<file path="src/rtl/vstream_pkg.sv">
package vstream_pkg;
  localparam int TYPE_W = 4;
  localparam logic [TYPE_W-1:0] TYPE_VIDEO = '0;

  // true when idx is the last position of a run of lim
  function automatic logic last_of(input int unsigned idx, input int unsigned lim);
    return (idx + 1) == lim;
  endfunction

  // length of the ready gap that follows a row end
  function automatic int unsigned gap_after(input logic frame_done,
                                            input int unsigned row_gap,
                                            input int unsigned frame_gap);
    return frame_done ? frame_gap : row_gap;
  endfunction
endpackage

</file>
<file path="src/rtl/vss_in_ctrl.sv">
module vss_in_ctrl
  import vstream_pkg::*;
#(
  parameter int FRAME_W   = 64,
  parameter int FRAME_H   = 48,
  parameter int ROW_GAP   = 2,
  parameter int FRAME_GAP = 6,
  parameter int DEPTH     = 8
) (
  input  logic                       clk,
  input  logic                       rst,
  input  logic                       in_vld,
  input  logic                       in_sop,
  input  logic [TYPE_W-1:0]          in_type,
  input  logic [$clog2(DEPTH+1)-1:0] fill,
  input  logic                       occ1,
  input  logic                       occ2,
  output logic                       in_rdy,
  output logic                       acc,
  output logic                       pix_beat,
  output logic                       row_end,
  output logic                       frame_end
);
  localparam int XW   = $clog2(FRAME_W + 1);
  localparam int YW   = $clog2(FRAME_H + 1);
  localparam int MAXG = (ROW_GAP > FRAME_GAP) ? ROW_GAP : FRAME_GAP;
  localparam int GW   = $clog2(MAXG + 1) + 1;
  localparam int SW   = $clog2(DEPTH + 1) + 2;

  logic          rdy_d;
  logic          vid_pkt;
  logic [XW-1:0] col;
  logic [YW-1:0] row;
  logic [GW-1:0] gap;
  logic [SW-1:0] demand;
  logic          room;

  assign acc       = in_vld & rdy_d;
  assign pix_beat  = acc & ~in_sop & vid_pkt;
  assign row_end   = pix_beat & last_of(32'(col), FRAME_W);
  assign frame_end = row_end & last_of(32'(row), FRAME_H);

  // beats that may still land in the store with no drain at all
  assign demand = SW'(fill) + SW'(occ1) + SW'(occ2) + SW'(rdy_d) + SW'(1);
  assign room   = demand <= SW'(DEPTH);
  assign in_rdy = ~rst & (gap == '0) & room;

  always_ff @(posedge clk) begin
    if (rst) begin
      rdy_d   <= 1'b0;
      vid_pkt <= 1'b0;
      col     <= '0;
      row     <= '0;
      gap     <= '0;
    end else begin
      rdy_d <= in_rdy;
      if (acc && in_sop) begin
        vid_pkt <= (in_type == TYPE_VIDEO);
        col     <= '0;
        row     <= '0;
      end else if (pix_beat) begin
        if (row_end) begin
          col <= '0;
          if (frame_end) begin
            row     <= '0;
            vid_pkt <= 1'b0;
          end else begin
            row <= row + 1'b1;
          end
        end else begin
          col <= col + 1'b1;
        end
      end
      if (row_end)
        gap <= GW'(gap_after(frame_end, ROW_GAP, FRAME_GAP));
      else if (gap != '0)
        gap <= gap - 1'b1;
    end
  end
endmodule

</file>
<file path="src/rtl/vss_pipe.sv">
module vss_pipe #(
  parameter int DW     = 24,
  parameter int INVERT = 1
) (
  input  logic          clk,
  input  logic          rst,
  input  logic          acc,
  input  logic          pix_beat,
  input  logic [DW-1:0] in_data,
  input  logic          in_sop,
  input  logic          in_eop,
  output logic          occ1,
  output logic          occ2,
  output logic          push,
  output logic [DW+1:0] push_beat
);
  localparam int BW = DW + 2;

  function automatic logic [DW-1:0] pix_map(input logic [DW-1:0] d);
    return (INVERT != 0) ? ~d : d;
  endfunction

  logic          v1, v2;
  logic [BW-1:0] b1, b2;

  always_ff @(posedge clk) begin
    if (rst) begin
      v1 <= 1'b0;
      v2 <= 1'b0;
    end else begin
      v1 <= acc;
      v2 <= v1;
    end
  end

  always_ff @(posedge clk) begin
    b1 <= {in_sop, in_eop, pix_beat ? pix_map(in_data) : in_data};
    b2 <= b1;
  end

  assign occ1      = v1;
  assign occ2      = v2;
  assign push      = v2;
  assign push_beat = b2;
endmodule

</file>
<file path="src/rtl/vss_skid.sv">
module vss_skid #(
  parameter int W     = 26,
  parameter int DEPTH = 8
) (
  input  logic                       clk,
  input  logic                       rst,
  input  logic                       push,
  input  logic [W-1:0]               wbeat,
  input  logic                       out_rdy,
  output logic                       out_vld,
  output logic                       pop,
  output logic [W-1:0]               rbeat,
  output logic [$clog2(DEPTH+1)-1:0] fill
);
  localparam int AW = (DEPTH > 1) ? $clog2(DEPTH) : 1;
  localparam int CW = $clog2(DEPTH + 1);

  function automatic logic [AW-1:0] wrap_inc(input logic [AW-1:0] p);
    return (p == AW'(DEPTH - 1)) ? '0 : p + 1'b1;
  endfunction

  logic [W-1:0]  mem [DEPTH];
  logic [AW-1:0] wp, rp;
  logic          ordy_d;

  assign out_vld = (fill != '0) & ordy_d;
  assign pop     = out_vld;
  assign rbeat   = mem[rp];

  always_ff @(posedge clk) begin
    if (rst) begin
      wp     <= '0;
      rp     <= '0;
      fill   <= '0;
      ordy_d <= 1'b0;
    end else begin
      ordy_d <= out_rdy;
      if (push) wp <= wrap_inc(wp);
      if (pop)  rp <= wrap_inc(rp);
      fill <= fill + CW'(push) - CW'(pop);
    end
  end

  always_ff @(posedge clk) begin
    if (push) mem[wp] <= wbeat;
  end
endmodule

</file>
<file path="src/rtl/vstream_stage.sv">
module vstream_stage
  import vstream_pkg::*;
#(
  parameter int COMP_W     = 8,
  parameter int NCOMP      = 3,
  parameter int FRAME_W    = 64,
  parameter int FRAME_H    = 48,
  parameter int ROW_GAP    = 2,
  parameter int FRAME_GAP  = 6,
  parameter int INVERT     = 1,
  parameter int SKID_DEPTH = 8
) (
  input  logic                    clk,
  input  logic                    rst,
  output logic                    in_rdy,
  input  logic                    in_vld,
  input  logic [COMP_W*NCOMP-1:0] in_data,
  input  logic                    in_sop,
  input  logic                    in_eop,
  input  logic                    out_rdy,
  output logic                    out_vld,
  output logic [COMP_W*NCOMP-1:0] out_data,
  output logic                    out_sop,
  output logic                    out_eop
);
  localparam int DW = COMP_W * NCOMP;
  localparam int BW = DW + 2;
  localparam int CW = $clog2(SKID_DEPTH + 1);

  logic          acc, pix_beat, row_end, frame_end;
  logic          occ1, occ2, push, pop;
  logic [BW-1:0] push_beat, pop_beat;
  logic [CW-1:0] fifo_fill;

  vss_in_ctrl #(
    .FRAME_W(FRAME_W), .FRAME_H(FRAME_H), .ROW_GAP(ROW_GAP),
    .FRAME_GAP(FRAME_GAP), .DEPTH(SKID_DEPTH)
  ) u_ctrl (
    .clk(clk), .rst(rst), .in_vld(in_vld), .in_sop(in_sop),
    .in_type(in_data[TYPE_W-1:0]), .fill(fifo_fill), .occ1(occ1), .occ2(occ2),
    .in_rdy(in_rdy), .acc(acc), .pix_beat(pix_beat),
    .row_end(row_end), .frame_end(frame_end)
  );

  vss_pipe #(.DW(DW), .INVERT(INVERT)) u_pipe (
    .clk(clk), .rst(rst), .acc(acc), .pix_beat(pix_beat),
    .in_data(in_data), .in_sop(in_sop), .in_eop(in_eop),
    .occ1(occ1), .occ2(occ2), .push(push), .push_beat(push_beat)
  );

  vss_skid #(.W(BW), .DEPTH(SKID_DEPTH)) u_skid (
    .clk(clk), .rst(rst), .push(push), .wbeat(push_beat),
    .out_rdy(out_rdy), .out_vld(out_vld), .pop(pop),
    .rbeat(pop_beat), .fill(fifo_fill)
  );

  assign out_sop  = pop_beat[BW-1];
  assign out_eop  = pop_beat[BW-2];
  assign out_data = pop_beat[DW-1:0];
endmodule

</file>
<file path="config.mk">
export PLATFORM = sky130hd
export DESIGN_NAME = vstream_stage
export DESIGN_NICKNAME = d
export VERILOG_FILES = /design/src/rtl/vstream_pkg.sv /design/src/rtl/vss_in_ctrl.sv /design/src/rtl/vss_pipe.sv /design/src/rtl/vss_skid.sv /design/src/rtl/vstream_stage.sv
export SDC_FILE = /design/constraint.sdc
export NUM_CORES = 1
export LEC_CHECK = 0
export BUFFER_PORTS_ARGS = -buffer_cell sky130_fd_sc_hd__buf_4
export CORE_ASPECT_RATIO = 1.5
export CORE_MARGIN = 1.5
export CORE_UTILIZATION = 45
export CTS_CLUSTER_DIAMETER = 80
export DETAILED_ROUTE_END_ITERATION = 10
export MAX_ROUTING_LAYER = met4
export SYNTH_ARGS = -nofsm -noshare
export SYNTH_HDL_FRONTEND = slang
export SYNTH_SLANG_ARGS = --single-unit
</file>
<file path="constraint.sdc">
create_clock -name clk -period 3 [get_ports clk]
set_input_delay 0.15 -clock clk [delete_from_list [all_inputs] [get_ports clk]]
set_output_delay 0.15 -clock clk [all_outputs]
set_load 0.05 [all_outputs]
</file>
==> metrics.txt <==
FF+latch count, synth=295; vias in the first global route=6025; Routed wire per std cell=19.2 um; pin count of the biggest net entering global routing=53; first-pass detailed-route iteration total=4; setup ws final=-0.0177 ns; dpl hpwl=11700 um; via/cell ratio=5.19; CTS tree=built; Max VDD drop=0.000496 V; global placer's final weighted congestion=0.749; chip height=195 um; core area=24300 um^2; sequential element share of the synthesized area=72.5%; unrepaired setup endpoints after global routing=true; Remaining Overflow, GRT=0; r2r endpoint=u_ctrl.row[5]$_SDFFE_PP0P_; Post-synth ARST share=0%; Final #Nets=778; cts bufs inserted=28; worst path required time=2.85 ns; Sequential Area=8000 um^2; outcome=finished with violations; failing checks=negative setup slack; Final Slew Violations=0; Setup Viol. Count Final=1; Die Footprint=25500 um^2; clock skew=0.00949 ns; antenna fix cells=0; Worst Max-Slew Pin Slew=0.623 ns; FILL cells=1946; gr usage total=17.3%; EDFF count, synth=208; post-synthesis cell count=612; Die Wd=131 um; Worst Setup SP=u_pipe.occ1$_SDFF_PP0_; # IOs=58; worst setup path end=in_rdy; final antenna-violating net count=0; area grow syn2layout=20.6%; worst rel slew slack=58.4%; Max Fclk=331 MHz; # rows=70; HP Class=in2reg; Synth Cell Area=11000 um^2; crit path DAT=2.87 ns; leakage power=4.50 nW; Final Instance Area=13300 um^2; layout cells sized above 1=30.4%; reg2reg path depth=6; Crit Path Category=reg2out; Power, Total=0.00942 W; clk buf depth=3; clock latency on the worst-skew pair=0.53 ns; synth warn=0; Crit Path Max Fanout=3; Final period util=101%; initial DRC count=341; clock root cell=clkbuf_16; worst reg2reg startpoint=u_ctrl.col[0]$_SDFFE_PP0P_; initial antenna violation count=0; hold path cells=2; vias=5553; IO buf count=57; # H-tree levels=1; drt drc=0; Hold Vio Cnt, Final=0; first-pass GRT wire length=32300 um; Clock transition at path regs=0.06 ns; Setup crit start kind=register; Multi-input gate area=2990 um^2; PD cells=709 nW/um^2; Post-DP Area=12000 um^2; distinct cell type count after synthesis=53; Worst setup EP type=output port; number of max-cap violations=0; reg2reg setup slack=0.62 ns; Avg Cell Area, Syn=18.0 um^2; minimum clock period=3.02 ns; total wire length=20500 um; clock sink total=295; Syn Nets=666; most common flop cell mapped by yosys=edfxtp_1; Initial Util=45.4%
worst max-delay path, stage by stage (launching register included):
cell       delay, ns
dfxtp_2         0.33
ha_4            0.26
inv_2           0.04
ha_4            0.25
inv_2           0.04
ha_4            0.16
fa_2            0.36
buf_4           0.16
a2111oi_4       0.22
o21ai_2         0.10
a211oi_2        0.24
buf_6           0.19
layout by cell type, fill, tap and decap left out, drive strengths merged, types with 3 or more instances in the layout:
master | Yosys | routed
edfxtp | 208 | 208
dfxtp | 87 | 87
buf | 8 | 74
mux4 | 52 | 52
clkbuf | 15 | 38
dlygate4sd3 | 0 | 31
xnor2 | 30 | 30
mux2 | 26 | 26
nor2 | 24 | 24
nand2 | 23 | 23
ha | 22 | 22
inv | 17 | 18
a21oi | 15 | 15
nand3 | 11 | 11
clkinv | 0 | 10
o21ai | 7 | 7
nor3 | 6 | 6
xor2 | 5 | 5
or3 | 5 | 5
nand4b | 4 | 4
and3 | 4 | 4
nor2b | 4 | 4
nand2b | 3 | 3
nand4 | 3 | 3
a31oi | 3 | 3
a211oi | 3 | 3
Yosys cell counts, drive strengths merged (2+ instances only):
cell,instances,share of area (%)
nor2b,4,0.23
a211oi,3,0.25
a31oi,3,0.17
o21ai,7,0.32
and3,4,0.23
nor3,6,0.27
inv,17,0.58
ha,22,2.5
xnor2,30,2.4
edfxtp,208,57
buf,8,0.35
or3,5,0.28
nand4,3,0.17
nand2b,3,0.17
mux4,52,11
xor2,5,0.40
mux2,26,2.7
a21oi,15,0.68
or4,2,0.17
a31o,2,0.16
nand2,23,0.78
nand3b,2,0.14
nand4b,4,0.32
clkbuf,15,0.51
nor2,24,0.82
fa,2,0.36
nand3,11,0.55
dfxtp,87,16
or2,2,0.11
cell families (layout without fill, tap and decap cells):
logic type	count (synthesis)	after routing	synth area share, %
buf+inv	40	174	1.44
compound gates	44	44	2.67
xor+xnor	35	35	2.78
mux	79	79	13.4
simple gates	95	95	4.38
fa+ha+maj	24	24	2.86
flops	295	295	72.5
per-stage QoR:
step	setup slack [ns]	hold slack [ns]	TNS (ns)	instances	util, %
2_1_floorplan	0.127	0.178	0	612	-
3_3_place_gp	0.369	0.255	0	986	49.3
3_5_place_dp	0.202	0.256	0	986	49.3
4_1_cts	-0.108	0.250	-0.108	1070	54.8
5_1_grt	-0.122	0.268	-0.122	1070	54.8
6_report	-0.0177	0.272	-0.0177	1070	54.8
sequential cells by signal, indices dropped and copies added (netlist names), named ones only:
name,flops
u_ctrl.col,7
u_pipe.occ1,1
u_pipe.push_beat,26
u_skid.rp,3
u_skid.fill,4
u_pipe.occ2,1
u_skid.ordy_d,1
u_skid.wp,3
u_pipe.b1,26
u_ctrl.gap,4
u_ctrl.rdy_d,1
u_ctrl.vid_pkt,1
u_skid.mem,208
u_ctrl.row,6
where the power goes:
| part | internal, W | switching, W |
|---|---|---|
| Sequential | 0.00447 | 0.000139 |
| Clock | 0.00207 | 0.00145 |
| Combinational | 0.000609 | 0.000676 |
worst min path at each step:
| stage | start | endpoint | slack, ns |
|---|---|---|---|
| 2_1_floorplan | in_eop | u_pipe.b1[24]$_DFF_P_ | 0.18 |
| 3_3_place_gp | in_eop | u_pipe.b1[24]$_DFF_P_ | 0.25 |
| 3_5_place_dp | in_eop | u_pipe.b1[24]$_DFF_P_ | 0.26 |
| 4_1_cts | in_eop | u_pipe.b1[24]$_DFF_P_ | 0.25 |
| 5_1_grt | in_eop | u_pipe.b1[24]$_DFF_P_ | 0.27 |
| 6_report | in_eop | u_pipe.b1[24]$_DFF_P_ | 0.27 |
layer usage:
layer / routed length, um / track usage, % / vias to the layer above
met5: 0 / - / -
met4: 445 / 4.88 / 0
met3: 782 / 2.59 / 34
met2: 11000 / 30.6 / 90
met1: 8320 / 20.3 / 2837
li1: - / - / 2592
what timing repair did:
| item | CTS | global route |
|---|---|---|
| gates resized for setup | 15 | 2 |
| pin swaps | 7 | 2 |
| setup buffers | 1 | 0 |
| hold buffers | 31 | 0 |
| hold endpoints to repair | 48 | 0 |
| endpoints found under the setup margin | 1 | 1 |
area by class of cell:
class,count,share of cell area (%)
Tap cell,324,3.05
Clock inverter,14,0.989
Timing Repair Buffer,105,6.73
Sequential cell,295,60.2
Inverter,17,0.480
Clock buffer,38,6.09
Multi-Input combinational cell,277,22.5
Note: power is estimated with default switching activity, not from simulation.
